[src/rtl/xcvr_pkg.sv]
package xcvr_pkg;

  // Strobes from the direction control to the datapath.
  typedef struct packed {
    logic aDrive;    // datapath sources bus A from bus B
    logic bDrive;    // datapath sources bus B from bus A
    logic parDrive;  // generated parity goes to the parity pin
    logic checkEn;   // received parity is compared and may flag an error
  } xcvrStrobes_t;

endpackage

[src/rtl/xcvr_parity_tree.sv]
module xcvr_parity_tree #(
  parameter int WIDTH = 8
) (
  input  logic [WIDTH-1:0] dataIn,
  output logic             parityOut   // 1 when dataIn holds an odd number of ones
);

  logic [WIDTH:0] chain;

  assign chain[0] = 1'b0;

  genvar gi;
  generate
    for (gi = 0; gi < WIDTH; gi++) begin : g_fold
      assign chain[gi+1] = chain[gi] ^ dataIn[gi];
    end
  endgenerate

  assign parityOut = chain[WIDTH];

endmodule

[src/rtl/xcvr_ctrl.sv]
module xcvr_ctrl
  import xcvr_pkg::*;
(
  input  logic         txDir,
  input  logic         portsOff,
  output xcvrStrobes_t strobes
);

  logic portsOn;

  always_comb begin
    portsOn          = ~portsOff;
    strobes.bDrive   = portsOn & txDir;
    strobes.aDrive   = portsOn & ~txDir;
    strobes.parDrive = portsOn & txDir;
    strobes.checkEn  = portsOn & ~txDir;
  end

  // at most one bus is driven at a time
  always_comb begin
    one_driver_chk: assert (!(strobes.aDrive && strobes.bDrive))
      else $error("both buses driven together");
  end

  // the parity pin is never driven while received parity is checked
  always_comb begin
    par_dir_chk: assert (!(strobes.parDrive && strobes.checkEn))
      else $error("parity pin driven while checking");
  end

endmodule

[src/rtl/xcvr_datapath.sv]
module xcvr_datapath
  import xcvr_pkg::*;
#(
  parameter int DATA_W = 8
) (
  input  xcvrStrobes_t      strobes,
  input  logic              oddSel,
  input  logic [DATA_W-1:0] aIn,
  input  logic [DATA_W-1:0] bIn,
  input  logic              parIn,
  output logic [DATA_W-1:0] aOut,
  output logic [DATA_W-1:0] bOut,
  output logic              parOut,
  output logic              errN
);

  logic aOddCount;
  logic bOddCount;
  logic parGen;
  logic rxTotalOdd;
  logic rxMismatch;

  xcvr_parity_tree #(.WIDTH(DATA_W)) aTree_i (
    .dataIn    (aIn),
    .parityOut (aOddCount)
  );

  xcvr_parity_tree #(.WIDTH(DATA_W)) bTree_i (
    .dataIn    (bIn),
    .parityOut (bOddCount)
  );

  always_comb begin
    // The generated bit sets the total parity of the 9 bits to oddSel.
    parGen     = aOddCount ^ oddSel;
    rxTotalOdd = bOddCount ^ parIn;
    rxMismatch = rxTotalOdd ^ oddSel;

    bOut   = strobes.bDrive   ? aIn    : '0;
    aOut   = strobes.aDrive   ? bIn    : '0;
    parOut = strobes.parDrive ? parGen : 1'b0;
    errN   = ~(strobes.checkEn & rxMismatch);
  end

  // a driven parity bit always completes the selected sense on A
  always_comb begin
    if (strobes.parDrive) begin
      tx_parity_chk: assert ((aOddCount ^ parOut) == oddSel)
        else $error("generated parity wrong");
    end
  end

endmodule

[src/rtl/bus_xcvr_parity.sv]
module bus_xcvr_parity #(
  parameter int DATA_W = 8
) (
  input  logic              txDir,
  input  logic              portsOff,
  input  logic              oddSel,
  input  logic [DATA_W-1:0] aIn,
  output logic [DATA_W-1:0] aOut,
  output logic              aOe,
  input  logic [DATA_W-1:0] bIn,
  output logic [DATA_W-1:0] bOut,
  output logic              bOe,
  input  logic              parIn,
  output logic              parOut,
  output logic              parOe,
  output logic              errN
);

  import xcvr_pkg::*;

  xcvrStrobes_t strobes;

  xcvr_ctrl ctrl_i (
    .txDir    (txDir),
    .portsOff (portsOff),
    .strobes  (strobes)
  );

  xcvr_datapath #(.DATA_W(DATA_W)) dpath_i (
    .strobes (strobes),
    .oddSel  (oddSel),
    .aIn     (aIn),
    .bIn     (bIn),
    .parIn   (parIn),
    .aOut    (aOut),
    .bOut    (bOut),
    .parOut  (parOut),
    .errN    (errN)
  );

  assign aOe   = strobes.aDrive;
  assign bOe   = strobes.bDrive;
  assign parOe = strobes.parDrive;


  always_comb begin
    if (portsOff) begin
      all_released_chk: assert (!aOe && !bOe && !parOe)
        else $error("output enabled while ports disabled");
    end
  end


  always_comb begin
    if (parOe || portsOff) begin
      err_quiet_chk: assert (errN)
        else $error("error flag low outside receive");
    end
  end


  always_comb begin
    if (bOe) begin
      tx_copy_chk: assert (bOut == aIn)
        else $error("B output differs from A input");
    end
  end


  always_comb begin
    if (aOe) begin
      rx_copy_chk: assert (aOut == bIn)
        else $error("A output differs from B input");
    end
  end


  always_comb begin
    par_oe_follow_chk: assert (!parOe || bOe)
      else $error("parity pin driven without transmit");
  end

endmodule

[config.mk]
export PLATFORM = sky130hd
export DESIGN_NAME = bus_xcvr_parity
export DESIGN_NICKNAME = d
export VERILOG_FILES = /design/src/rtl/xcvr_pkg.sv /design/src/rtl/xcvr_parity_tree.sv /design/src/rtl/xcvr_ctrl.sv /design/src/rtl/xcvr_datapath.sv /design/src/rtl/bus_xcvr_parity.sv
export SDC_FILE = /design/constraint.sdc
export NUM_CORES = 1
export LEC_CHECK = 0
export BUFFER_PORTS_ARGS = -buffer_cell sky130_fd_sc_hd__clkbuf_2
export CORE_AREA = 3 3 40 42
export DETAILED_ROUTE_END_ITERATION = 8
export DIE_AREA = 0 0 43 45
export PLACE_DENSITY = 0.64
export SLEW_MARGIN = 15
export SYNTH_ARGS = -nofsm -noshare
export SYNTH_HDL_FRONTEND = slang
export SYNTH_SLANG_ARGS = --single-unit
[constraint.sdc]
create_clock -name vclk -period 1.1
set_clock_uncertainty 0.15 [all_clocks]
set_input_delay 0 -clock vclk [all_inputs]
set_output_delay 0 -clock vclk [all_outputs]
set_load 0.02 [all_outputs]
# Word level (Yosys, flattened, before mapping)
# Index checks and enable logic that the tools add are counted.
[totals] register_bits=0 input_bits=20 output_inout_bits=21
[op_classes] bitwise=23 mux=3
[op_table] op="$xor 1x1->1" count=17
[op_table] op="$mux 8" count=2
[op_table] op="$and 1x1->1" count=3
[op_table] op="$not 1->1" count=3
[op_table] op="$mux 1" count=1

# Logic depth before layout (Yosys ltp)
[depth] depth_word=11 mapped_depth=4 ltp_nobuf=4

# By module
# A second synthesis with hierarchy kept.
[hier_totals] cells_unflattened=38 hier_area_um2=297.8
[by_module_without_submodules] module="xcvr_datapath" n_inst=1 cells_per_inst=20 area_per_inst_um2=142.6 seq_area_each_um2=0.0
[by_module_without_submodules] module="xcvr_parity_tree" n_inst=2 cells_per_inst=7 area_per_inst_um2=61.3 seq_area_each_um2=0.0
[by_module_without_submodules] module="xcvr_ctrl" n_inst=1 cells_per_inst=4 area_per_inst_um2=32.5 seq_area_each_um2=0.0

# Least setup slack after synthesis
# No wires, ideal clock.
[synth_timing] kind="in2out" start="input port aIn[3]" end="output port parOut" setup_slack_ps=41 t_arrival_ps=909 cell_stages=4 cell_sequence="xor2_1 -> xnor3_1 -> xnor2_1 -> and2_1"
[synth_between] elab_chain_len=7
[synth_rtl] item="start: declaration" line="bus_xcvr_parity.sv:7" rtl="input logic [DATA_W-1:0] aIn,"
[synth_rtl] item="$xor 1x1->1 (5 in a row)" line="xcvr_parity_tree.sv:15" rtl="assign chain[gi+1] = chain[gi] ^ dataIn[gi];"
[synth_rtl] item="$xor 1x1->1" line="xcvr_datapath.sv:35" rtl="parGen = aOddCount ^ oddSel;"
[synth_rtl] item="$mux 1" line="xcvr_datapath.sv:41" rtl="parOut = strobes.parDrive ? parGen : 1'b0;"
[synth_rtl] item="end: declaration" line="bus_xcvr_parity.sv:14" rtl="output logic parOut,"
# No other way between the ends.

# Worst setup path in the final report
# Same ends and word-level chain as after synthesis.

==> flow_summary.yaml <==
outcome:
  outcome: "finished with violations"
  violations: "negative setup slack"
power:
  powerDensity_mw_per_mm2: 565
  leakage_nw: 0.335
  power_mw: 0.328
  ir_worst_vdd_mv: 0.332
detailed_routing:
  route.detailed.drc: 0
  dr.pass1.iters: 1
  via_count: 369
  antenna_left: 0
  wl_per_cell_um: 8.61
  viasPerCell: 3.97
  drt_wl_total_um: 801
  drtIter0Drc: 0
timing:
  worst_pin_slew_ns: 0.165
  slew_headroom: 0.889
  rsz0062_at_grt: "yes"
  setup_ws_ns: -0.115
  hold_viol: 0
  fin_tns_setup_ns: -0.158
  hold_ws_ns: 0.178
  drv_slew: 0
  timing.fmax_ghz: 0.823
  finalCriticalPeriod_ns: 1.22
  min_period_over_period: 1.10
  setup_violations: 2
floorplan:
  die_area_mm2: 0.00194
  initial_utilization: 0.227
  io_pins: 41
  num_rows: 13
  design.core.area_mm2: 0.00128
  die_h_um: 45
  die_w_um: 43
clocking:
  holdBufCountCts: 0
  postCtsSetupBuffers: 0
worst_setup_path:
  path_max_fanout: 2
  start_kind: "input port"
  critical_path_class: "in -> out"
  cp.required_ns: 0.95
  cp-startpoint: "aIn[3]"
  critPathCaptureType: "primary output"
  cp_data_arrival_time_ns: 1.07
synth:
  synth_cells: 37
  synthDistinctLibCells: 10
  syn_area_um2: 292
  synth_nets: 57
  yosysSeqAreaShare: 0
  avgSynthCellArea_um2: 7.88
  yosys_warnings: 0
global_route:
  grt_pass1_vias: 340
  overflow: 0
  antenna_found_initial: 0
  track_usage: 0.0831
  grt_max_degree: 12
  grt_pass1_wl_mm: 1.36
layout:
  nFlopsAndLatches: 0
  seqCellArea_um2: 0
  fin_area_um2: 582
  clockBufferCount: 0
  drive_gt1_frac: 0.603
  final_net_count: 100
  syn2layout_area_growth_pct: 99.6
  n_antenna_cell: 0
placement:
  io_buffers: 41
  pre_cts_slack_ns: -0.160
  place.gp.congestion: 0.633
  place_area_um2: 519
worst_hold_path:
  min-delay-start: "aIn[3]"
  hp-class: "in -> out"
  whs_path_depth: 3
flow_run:
  cap_violations: 0
-- cell usage in the layout (no fill, tap or decap) --
cell type / netlist / final
buf_6: 0 / 5
and2_1: 16 / 16
xnor3_1: 2 / 2
nor2_1: 1 / 1
xor2_1: 3 / 3
clkbuf_2: 0 / 35
xnor2_2: 0 / 3
and2_2: 1 / 1
nand2_1: 1 / 1
xnor2_1: 10 / 7
clkbuf_8: 0 / 1
nor2b_1: 1 / 1
buf_4: 1 / 2
-- final timing paths --
kind | to | slack, ns
min | bOut[3] | 0.18
max | parOut | -0.12
-- critical path: stages --
cell	delay [ns]
buf_6	0.09
xor2_1	0.14
xnor3_1	0.42
xnor2_1	0.13
and2_1	0.14
clkbuf_8	0.15
-- through the flow --
step / util / cells
global route: 0.453 / 93
global placement: 0.404 / 93
floorplan: - / 37
CTS: 0.423 / 93
finish: 0.453 / 93
detailed placement: 0.404 / 93
-- kinds of logic (layout without fill, tap and decap cells) --
family / Yosys count / count (layout) / synth area share
buffers and inverters: 2 / 43 / 0.0386
XOR/XNOR: 15 / 15 / 0.545
AND/OR/NAND/NOR: 20 / 20 / 0.416
-- synthesized netlist by cell type (all sizes together) --
cell | instances | area (um2)
and2 | 17 | 108
buf | 1 | 7.51
clkbuf | 1 | 3.75
nand2 | 1 | 3.75
nor2 | 1 | 3.75
nor2b | 1 | 6.26
xnor2 | 10 | 87.6
xnor3 | 2 | 45.0
xor2 | 3 | 26.3
-- timing repair --
action / 4_1_cts / 5_1_grt
pin swaps: 4 / 7
endpoints found under the setup margin: 2 / 2
gates resized for setup: 4 / 11
-- layout make-up --
type,instances,area [um2]
fill,128,703
multi-input combinational,35,303
timing repair buffer,43,260
tap,15,18.8
-- per-layer routing --
layer | GRT usage | vias to the layer above | part of all wire
met5 | 0 | - | 0
met4 | 0 | 0 | 0
met3 | 0.00398 | 0 | 0.16
met2 | 0.150 | 30 | 0.43
met1 | 0.117 | 145 | 0.41
li1 | - | 194 | -
-- report_power, final --
part	switching (mW)	leakage (nW)	internal, mW
clock	0	0	0
combinational	0.144	0.335	0.185
sequential	0	0	0
total	0.144	0.335	0.185
No activity file was read; power rests on OpenSTA's default activity.
